===== src/rtl/dac_bank_pkg.sv =====
package dac_bank_pkg;
  localparam int WORD_W   = 16;
  localparam int CH_LSB   = 14;
  localparam int GAIN_BIT = 13;
  localparam int PDN_BIT  = 12;
  localparam int CODE_MSB = 11;
  localparam int BUF_BIT  = 1;

  typedef struct packed {
    logic gain;
    logic bufen;
    logic pd_n;
  } ctl_t;
endpackage


===== src/rtl/dac_bank_ldac_ctl.sv =====
module dac_bank_ldac_ctl (
  input  logic clk,
  input  logic rst_n,
  input  logic ldac_n,
  input  logic sync_mode,
  output logic mode_q,
  output logic ldac_q,
  output logic xfer_go,
  output logic direct
);
  logic fall;

  always_comb begin
    fall    = ldac_q & ~ldac_n;
    xfer_go = mode_q ? ~ldac_n : fall;
    direct  = mode_q & ~ldac_n;
  end

  always_ff @(posedge clk or negedge rst_n) begin
    if (!rst_n) begin
      mode_q <= 1'b0;
      ldac_q <= 1'b1;
    end else begin
      mode_q <= sync_mode;
      ldac_q <= ldac_n;
    end
  end
endmodule


===== src/rtl/dac_bank_chan.sv =====
module dac_bank_chan
  import dac_bank_pkg::*;
#(
  parameter int CODE_W = 10
) (
  input  logic              clk,
  input  logic              rst_n,
  input  logic              wr_hit,
  input  logic              direct,
  input  logic              xfer_go,
  input  logic [CODE_W-1:0] wr_code,
  input  ctl_t              wr_ctl,
  output logic [CODE_W-1:0] dac_code,
  output ctl_t              dac_ctl
);
  logic [CODE_W-1:0] in_code_q, in_code_d, dac_code_d;
  ctl_t              in_ctl_q, in_ctl_d, dac_ctl_d;
  logic              dirty_q, dirty_d;
  logic              in_en, dac_en, xfer;

  always_comb begin
    xfer       = xfer_go & dirty_q;
    in_en      = wr_hit;
    dac_en     = 1'b0;
    in_code_d  = wr_code;
    in_ctl_d   = wr_ctl;
    dac_code_d = dac_code;
    dac_ctl_d  = dac_ctl;
    dirty_d    = dirty_q;
    if (wr_hit && direct) begin
      dac_en     = 1'b1;
      dac_code_d = wr_code;
      dac_ctl_d  = wr_ctl;
      dirty_d    = 1'b0;
    end else begin
      if (xfer) begin
        dac_en     = 1'b1;
        dac_code_d = in_code_q;
        dac_ctl_d  = in_ctl_q;
        dirty_d    = 1'b0;
      end
      if (wr_hit) dirty_d = 1'b1;
    end
  end

  always_ff @(posedge clk or negedge rst_n) begin
    if (!rst_n) begin
      in_code_q <= '0;
      in_ctl_q  <= '0;
      dac_code  <= '0;
      dac_ctl   <= '0;
      dirty_q   <= 1'b0;
    end else begin
      if (in_en) begin
        in_code_q <= in_code_d;
        in_ctl_q  <= in_ctl_d;
      end
      if (dac_en) begin
        dac_code <= dac_code_d;
        dac_ctl  <= dac_ctl_d;
      end
      dirty_q <= dirty_d;
    end
  end
endmodule


===== src/rtl/dac_bank.sv =====
module dac_bank
  import dac_bank_pkg::*;
#(
  parameter int NCH    = 4,
  parameter int CODE_W = 10
) (
  input  logic                  clk,
  input  logic                  rst_n,
  input  logic                  wr_valid,
  input  logic                  byte_tick,
  input  logic [WORD_W-1:0]     wr_data,
  input  logic                  ldac_n,
  input  logic                  sync_mode,
  input  logic                  pd_n,
  output logic [NCH*CODE_W-1:0] dac_code,
  output logic [NCH-1:0]        dac_gain,
  output logic [NCH-1:0]        dac_buf,
  output logic [NCH-1:0]        out_en
);
  localparam int CH_W = (NCH > 1) ? $clog2(NCH) : 1;

  logic            rs_meta, rs_n;
  logic            mode_q, ldac_q, xfer_go, direct, commit;
  logic [CH_W-1:0] wr_ch;
  ctl_t            wr_ctl;
  logic [CODE_W-1:0] wr_code;

  always_ff @(posedge clk or negedge rst_n) begin
    if (!rst_n) begin
      rs_meta <= 1'b0;
      rs_n    <= 1'b0;
    end else begin
      rs_meta <= 1'b1;
      rs_n    <= rs_meta;
    end
  end

  always_comb begin
    commit       = wr_valid & byte_tick;
    wr_ch        = wr_data[CH_LSB +: CH_W];
    wr_code      = wr_data[CODE_MSB -: CODE_W];
    wr_ctl.gain  = wr_data[GAIN_BIT];
    wr_ctl.bufen = wr_data[BUF_BIT];
    wr_ctl.pd_n  = wr_data[PDN_BIT];
  end

  dac_bank_ldac_ctl ldac_i (
    .clk(clk), .rst_n(rs_n), .ldac_n(ldac_n), .sync_mode(sync_mode),
    .mode_q(mode_q), .ldac_q(ldac_q), .xfer_go(xfer_go), .direct(direct)
  );

  for (genvar i = 0; i < NCH; i++) begin : g_ch
    ctl_t ctl_o;
    logic hit;
    assign hit = commit & (wr_ch == CH_W'(i));
    dac_bank_chan #(.CODE_W(CODE_W)) chan_i (
      .clk(clk), .rst_n(rs_n), .wr_hit(hit), .direct(direct),
      .xfer_go(xfer_go), .wr_code(wr_code), .wr_ctl(wr_ctl),
      .dac_code(dac_code[i*CODE_W +: CODE_W]), .dac_ctl(ctl_o)
    );
    assign dac_gain[i] = ctl_o.gain;
    assign dac_buf[i]  = ctl_o.bufen;
    assign out_en[i]   = pd_n & ctl_o.pd_n;
  end
endmodule


===== config.mk =====
export PLATFORM = sky130hd
export DESIGN_NAME = dac_bank
export DESIGN_NICKNAME = d
export VERILOG_FILES = /design/src/rtl/dac_bank_pkg.sv /design/src/rtl/dac_bank_ldac_ctl.sv /design/src/rtl/dac_bank_chan.sv /design/src/rtl/dac_bank.sv
export SDC_FILE = /design/constraint.sdc
export NUM_CORES = 1
export LEC_CHECK = 0
export BUFFER_PORTS_ARGS = -buffer_cell sky130_fd_sc_hd__buf_2
export CORE_AREA = 2 2 135 104
export CTS_CLUSTER_DIAMETER = 80
export DETAILED_ROUTE_END_ITERATION = 8
export DIE_AREA = 0 0 137 106
export HOLD_SLACK_MARGIN = 0.1
export MAX_ROUTING_LAYER = met4
export PLACE_DENSITY = 0.57
export REMOVE_ABC_BUFFERS = 1
export SETUP_SLACK_MARGIN = 0.2
export SKIP_CTS_REPAIR_TIMING = 1
export SYNTH_ARGS = -nofsm -noshare
export SYNTH_HDL_FRONTEND = slang
export SYNTH_SLANG_ARGS = --single-unit

===== constraint.sdc =====
create_clock -name clk -period 4.47 [get_ports clk]
set_input_delay 0.447 -clock clk [delete_from_list [all_inputs] [get_ports clk]]
set_output_delay 0.447 -clock clk [all_outputs]
set_load 0.005 [all_outputs]

# Word-level counts from Yosys, hierarchy flattened
# Cells that the tools add are included.
[word_totals] regBits=112 in_bits=23 out_inout_bits=52 elab_cells=113
[classes] n_eq_ne=3 n_mux=37 n_bitwise=16 n_reduce_logical=17
[op_table] operator="$mux 10" n=8
[op_table] operator="$mux 3" n=8
[op_table] operator="$mux 1" n=21
[op_table] operator="$and 1x1->1" n=15
[op_table] operator="$reduce_bool 3->1" n=4
[op_table] operator="$reduce_and 2->1" n=4
[op_table] operator="$reduce_bool 2->1" n=4
[op_table] operator="$eq 2x2->1 const B" n=2
[op_table] operator="$logic_and 1x1->1" n=4
[op_table] operator="$eq 2x1->1 const B" n=1
[op_table] operator="$logic_not 2->1" n=1
[op_table] operator="$not 1->1" n=1

# Longest topological paths before layout
# Gate-level depths: netlist (run 1).
[depth] ltp_word=7 mapped_depth=6 depth_no_buf=3

# Cells and area by module
# From an unflattened synthesis (run 1), not the netlist that was laid out.
[unflattened] hier_cells=439 hier_area_um2=5656.7
[by_module_without_submodules] mod="dac_bank_chan" n_inst=4 cells_per_inst=106 area_each_um2=1366.3 seq_area_each_um2=675.6
[by_module_without_submodules] mod="dac_bank" n_inst=1 cells_per_inst=11 area_each_um2=123.9 seq_area_each_um2=50.0
[by_module_without_submodules] mod="dac_bank_ldac_ctl" n_inst=1 cells_per_inst=4 area_each_um2=67.6 seq_area_each_um2=51.3

# Least setup slack after synthesis (run 1)
# No wires, ideal clock.
[synth_path] path_kind="in2reg" from="in wr_data[15]" to="reg g_ch[0].chan_i.in_code_q[4]" t_arrival_ps=1417 required_ps=4345 setup_slack_ps=2928 cell_stages=5 n_path_buf=3 cell_sequence="buf_4 -> and4bb_1 -> buf_6 -> buf_6 -> mux2_4"
[synth_between] elab_chain_len=2
[synth_rtl] element="start, declared" line_no="dac_bank.sv:11" text="input logic [WORD_W-1:0] wr_data,"
[synth_rtl] element="$logic_not 2->1" line_no="dac_bank.sv:55" text="assign hit = commit & (wr_ch == CH_W'(i));"
[synth_rtl] element="$and 1x1->1" line_no="dac_bank.sv:55"
[synth_rtl] element="end signal, assigned" line_no="dac_bank_chan.sv:55" text="in_code_q <= in_code_d;"
[synth_rtl] element="end, declared" line_no="dac_bank_chan.sv:16" text="logic [CODE_W-1:0] in_code_q, in_code_d, dac_code_d;"
# Every way passes these cells.
# A chain may end at the register's enable or synchronous reset.

# Worst setup path in the final report (run 1)
[layout_path] from="reg ldac_i.mode_q" to="reg g_ch[0].chan_i.dac_ctl[0] (netlist bit)"
[layout_between] elab_chain_len=5
[layout_rtl] element="start, declared" line_no="dac_bank_ldac_ctl.sv:6" text="output logic mode_q,"
[layout_rtl] element="start signal, assigned" line_no="dac_bank_ldac_ctl.sv:24" text="mode_q <= sync_mode;"
[layout_rtl] element="$mux 1" line_no="dac_bank_ldac_ctl.sv:15" text="xfer_go = mode_q ? ~ldac_n : fall;"
[layout_rtl] element="$and 1x1->1" line_no="dac_bank_chan.sv:22" text="xfer = xfer_go & dirty_q;"
[layout_rtl] element="$mux 1" line_no="dac_bank_chan.sv:36" text="if (xfer) begin"
[layout_rtl] element="$mux 1" line_no="dac_bank_chan.sv:30" text="if (wr_hit && direct) begin"
[layout_rtl] element="$reduce_and 2->1 (no line)"
[layout_rtl] element="end signal, assigned" line_no="dac_bank_chan.sv:60" text="dac_ctl <= dac_ctl_d;"
[layout_rtl] element="end, declared" line_no="dac_bank_chan.sv:14" text="output ctl_t dac_ctl"
# Several ways; a longest one is shown, not always the timed one.

==> results of run 1 <==
[per-layer routing]
layer	wire length [um]	vias up	track usage
met5	0	-	-
met2	6670	169	0.325
met1	6470	2067	0.289
met4	227	0	0.0589
li1	-	1776	-
met3	996	25	0.0463
[where the power goes]
group	switching [W]	internal, W	total (W)	leakage, nW
Combinational	0.000303	0.000343	0.000646	0.939
Sequential	0.000170	0.00130	0.00147	1.36
Clock	0.000376	0.000510	0.000886	0.163
[cell families (layout without fill, tap and decap cells)]
group,count (synthesis),in the layout
multiplexers,52,52
AND/OR/NAND/NOR,120,120
flip-flops,112,112
AO/OA/AOI/OAI,114,114
other,1,1
buffers and inverters,59,100
[through the flow]
stage | utilization | area, sq um
2_1_floorplan | - | 4880
3_5_place_dp | 0.412 | 5490
4_1_cts | 0.436 | 5820
5_1_grt | 0.437 | 5830
6_report | 0.437 | 5830
3_3_place_gp | 0.412 | 5490
[cell type report]
type | count | area (sq um) | area share
Inverter | 7 | 26.3 | 0.00451
Clock buffer | 10 | 239 | 0.0410
Multi-Input combinational cell | 287 | 2050 | 0.351
Timing Repair Buffer | 77 | 398 | 0.0683
Tap cell | 175 | 219 | 0.0376
Clock inverter | 6 | 91.3 | 0.0157
Sequential cell | 112 | 2810 | 0.482
[final timing paths]
kind,to,start,cells past startpoint
setup / recovery,g_ch[0].chan_i.dac_ctl[0],ldac_i.mode_q,4
hold / removal,ldac_i.mode_q,sync_mode,1
setup reg to reg,g_ch[0].chan_i.dac_ctl[0],ldac_i.mode_q,4
hold reg to reg,rs_n,rs_meta,0
max in group asynchronous,g_ch[2].chan_i.in_ctl_q[1],rs_n,1
min in group asynchronous,rs_n,rst_n,2
[state kept, by name, indices dropped and copies added, names as in the netlist]
signal,cells
ldac_i.ldac_q,1
g_ch.chan_i.dac_ctl,12
g_ch.chan_i.in_code_q,40
g_ch.chan_i.in_ctl_q,12
g_ch.chan_i.dirty_q,4
rs_n,1
rs_meta,1
ldac_i.mode_q,1
g_ch.chan_i.dac_code,40
[synth_stat cells (all sizes together), types with 2 or more instances]
cell    number  area (sq um)
a31oi       52           325
clkbuf      19          71.3
a21oi        3          15.0
and2         4          25.0
nor3        26           130
o21ai       52           260
o2bb2a       3          30.0
buf         33           211
nor4        26           163
nand3       56           300
mux2        52           653
o21ba        2          20.0
dfrtp      111          2780
nand4b       3          53.8
inv          7          26.3
[placed cells by master (no fill, tap or decap), types with 2 or more instances in the layout]
| cell | netlist | final |
|---|---|---|
| nand3_2 | 4 | 4 |
| mux2_2 | 34 | 34 |
| mux2_4 | 18 | 18 |
| clkinv_4 | 0 | 2 |
| o21ba_2 | 2 | 2 |
| buf_4 | 12 | 3 |
| bufinv_16 | 0 | 2 |
| nand3_1 | 52 | 52 |
| o2bb2a_1 | 3 | 3 |
| dfrtp_1 | 111 | 110 |
| nand4b_2 | 2 | 2 |
| clkbuf_16 | 0 | 9 |
| inv_1 | 6 | 6 |
| and2_1 | 4 | 4 |
| a21oi_1 | 3 | 3 |
| o21ai_0 | 52 | 52 |
| nor4_1 | 26 | 26 |
| nor3_1 | 26 | 26 |
| a31oi_1 | 52 | 52 |
| buf_2 | 16 | 73 |
==> impl_results.md, run 1 <==
* Status: finished, final reports clean
* Die Y at 106 um
* Final Skew at 0.00742 ns
* Congestion Overflow GR at 0
* WL/cell at 21.3 um
* Rel. slew slack at 0.188
* Buffers on Ports at 73
* EDFF count, synth at 0
* Initial antenna violation count at 0
* CTS Buffer Depth at 2
* CP Data Required Time at 4.69 ns
* Htree depth at 3
* # fillers at 1295
* Sequential area share after synthesis at 0.543
* Tmin final at 2.14 ns
* Clock root cell: clkbuf_16
* Clock latency on the worst-skew pair at 0.35 ns
* Detailed Route WL at 14400 um
* Fin crit share at 0.479
* Post-synth ARST share at 1.00
* Synth Flop Type: dfrtp_1
* CTS Buf Count at 9
* FF+latch count, synth at 112
* Core Area at 13300 sq um
* DPL Wire Length at 8560 um
* Crit Path Max Fanout at 27
* Post-synthesis compound-gate area fraction at 0.130
* Placement Setup Slack at 2.17 ns
* Cell Count, Final, Fillers Out at 674
* N_diodes at 0
* # rows at 37
* Critical path arrival at 2.37 ns
* Number of remaining DRC errors at 0
* ANT nets after route at 0
* Share of layout cells above drive strength 1 at 0.321
* Die W at 137 um
* Slowest stage delay, CP at 0.68 ns
* Number of synthesis warnings at 0
* GPL Wtd Cong at 0.768
* Fmax at 467 MHz
* Final Power at 0.00300 W
* Post-Synth Adder-Cell Area at 0
* Clock transition at the registers of the reported paths at 0.07 ns
* Lkg Pwr at 2.46 nW
* Crit Path Class: reg -> reg
* CP Capture Type: flop
* Clock sinks at 112
* Main combinational cell family by area after synthesis: simple AND/OR/NAND/NOR gates
* Buf/Inv on CP at 1
* Area growth syn-to-layout at 12.9%
* Total track usage at 0.214
* WHS at 0.200 ns
* CTS tree: done
* RSZ-0062 raised after global routing: no
* Setup TNS at 0 ns
* Max Cap Violations at 0
* Vias in the first global route at 4094
* Final net count at 517
* DIE AREA at 14500 sq um
* DRT iter0 DRCs at 362
* Crit path cell chain: nand4b_2 > buf_4 > nor3_1 > a31oi_1
* Final hold violations at 0
* Mux cell area share after synthesis at 0.127
* First-pass GRT wire length at 22800 um
* Drt via density at 5.99
* Synth Area in Simple Gates at 0.140
* Pwr dens at 515 nW/um^2
* Avg Synthesized Cell Area at 11.3 sq um
* Cells after Synth at 458
* Cell variety after synth at 31
* Post-Syn Area at 5160 sq um
* Worst Slack Setup Final at 2.33 ns
* Pre-Repair DR Iteration Count at 5
* Largest net degree at the start of global routing at 74
* Critical path launch point type: flop
* Slowest CP cell: nand4b_2
* Final-report setup violation count at 0
* Via count at 4037
* Initial Utilization at 0.387
* Placed Cells at 657
* Worst VDD drop at 0.244 mV
* Actual slew at the worst max-slew pin at 1.22 ns
* Io pins at 75
* Worst path top cell family by delay: simple AND/OR/NAND/NOR gates
* R2R setup slack at 2.33 ns
* Synth Area in XOR/XNOR at 0
* Hold Crit Class: in -> reg
* Pins Over Slew Limit at 0
(Power assumes the default switching activity.)
==> run 2: changes to the inputs <==
==> constraint.sdc (replaced) <==
create_clock -name clk -period 2.2 [get_ports clk]
set_input_delay 0.22 -clock clk [delete_from_list [all_inputs] [get_ports clk]]
set_output_delay 0.22 -clock clk [all_outputs]
set_load 0.005 [all_outputs]
==> run 2 against run 1 <==
Net effect:
- clock power rose by 85%
- via count fell by 1.4%
- power rose by 98%
- flip-flop and latch count did not move
- critical path depth rose by 1
- die area did not move
- clock skew rose by 0.0011 ns
==> impl_results.md, run 2 (synthesis results as in run 1) <==
* Final hold violations at 0
* Via count at 3981
* Max Cap Violations at 0
* Worst Setup SP: ldac_n
* ANT nets after route at 0
* Crit Path Class: in -> reg
* Initial Utilization at 0.387
* Worst r2r src: ldac_i.mode_q
* Critical path launch point type: primary input
* Pwr dens at 1000 nW/um^2
* Detailed Route WL at 14300 um
* Area growth syn-to-layout at 14.9%
* Slowest stage delay, CP at 0.55 ns
* Worst path top cell family by delay: buffers and inverters
* Total track usage at 0.210
* CP Data Required Time at 2.47 ns
* Critical path arrival at 1.88 ns
* Register cell area after layout at 2810 sq um
* Clock root cell: clkbuf_16
* R2R Path End: g_ch[2].chan_i.dac_code[9]
* # fillers at 1269
* WP depth at 5
* CTS tree: done
* First-pass GRT wire length at 22500 um
* Top flop regs: g_ch.chan_i.dac_code (40), g_ch.chan_i.in_code_q (40)
* Rel. slew slack at 0.599
* Setup TNS at 0 ns
* Final Skew at 0.00854 ns
* Commonest non-fill, non-tap cell in the layout: dfrtp_1
* CTS Buf Count at 9
* Tmin final at 1.61 ns
* Most frequent cells in the layout: 110 x dfrtp_1, 73 x buf_2, 52 x nand3_1, 52 x o21ai_0, 52 x a31oi_1
* Die Y at 106 um
* Actual slew at the worst max-slew pin at 0.601 ns
* CP Capture Type: flop
* RSZ-0062 raised after global routing: no
* Final design utilization at 0.445
* Drt via density at 5.79
* Congestion Overflow GR at 0
* DIE AREA at 14500 sq um
* Crit path to: g_ch[2].chan_i.dac_code[9]
* DPL Wire Length at 8800 um
* Final net count at 531
* Htree depth at 3
* Buf/Inv on CP at 2
* Status: finished, final reports clean
* Hold Crit Class: in -> async
* Worst Reg-to-Reg Cells at 3
* # rows at 37
* Largest net degree at the start of global routing at 43
* R2R setup slack at 0.65 ns
* Lkg Pwr at 2.52 nW
* WHS at 0.167 ns
* Die W at 137 um
* Crit Path Max Fanout at 13
* Share of layout cells above drive strength 1 at 0.335
* Number of remaining DRC errors at 0
* GPL Wtd Cong at 0.779
* Initial antenna violation count at 0
* Buffers on Ports at 73
* Clock transition at the registers of the reported paths at 0.07 ns
* Pre-Repair DR Iteration Count at 4
* Multi-input gate area at 2050 sq um
* Pins Over Slew Limit at 0
* N_diodes at 0
* WL/cell at 20.9 um
* Fin crit share at 0.733
* Crit path cell chain: dlygate4sd3_1 > buf_2 > and4b_2 > nand3_2 > a31oi_1
* Worst VDD drop at 0.440 mV
* Vias in the first global route at 3884
* DRT iter0 DRCs at 390
* Clock latency on the worst-skew pair at 0.35 ns
* Slowest CP cell: dlygate4sd3_1
* CTS Buffer Depth at 2
* Core Area at 13300 sq um
* Fmax at 620 MHz
* Final-report setup violation count at 0
* Clock sinks at 112
* Io pins at 75
==> run 2: changes by cell type in the layout (fill, tap and decap cells not counted), sizes merged <==
cell,delta
clkinvlp,+3
bufinv,-1
buf,+12
clkinv,-1
dlygate4sd3,+2
clkbuf,-1
==> run 2: per-layer routing <==
metal,part of all wire,GRT usage,vias up
li1,-,-,1805
met1,0.47,0.306,1994
met2,0.45,0.303,171
met3,0.067,0.0477,11
met4,0.0094,0.0405,0
met5,0,-,-
==> run 2: how the worst min path moves through the flow <==
stage,cells past startpoint,startpoint,end
detailed placement,1,rst_n,rs_meta
global placement,1,rst_n,rs_meta
finish,2,rst_n,rs_n
floorplan,0,rst_n,rs_meta
global route,2,rst_n,rs_n
CTS,1,rst_n,rs_n
==> run 2: cell type report <==
type,instances,share of cell area
well taps,175,0.0369
multi-input cells,287,0.345
inverters,7,0.00443
flip-flops and latches,112,0.473
clock inverters,7,0.0120
repair buffers,91,0.0899
clock buffers,9,0.0380
==> run 2: stage by stage <==
step	setup slack, ns	total power (W)	area (sq um)	instances
2_1_floorplan	-1.15	0.00366	4880	406
3_3_place_gp	0.624	0.00430	5600	669
3_5_place_dp	0.594	0.00435	5600	669
4_1_cts	0.648	0.00600	5900	685
5_1_grt	0.454	0.00630	5930	688
6_report	0.588	0.00595	5930	688
==> run 2: power by group <==
group	switching [W]	leakage [nW]	internal [W]
logic	0.000651	1.02	0.000719
registers	0.000302	1.36	0.00264
clock network	0.000754	0.138	0.000883
total	0.00171	2.52	0.00424
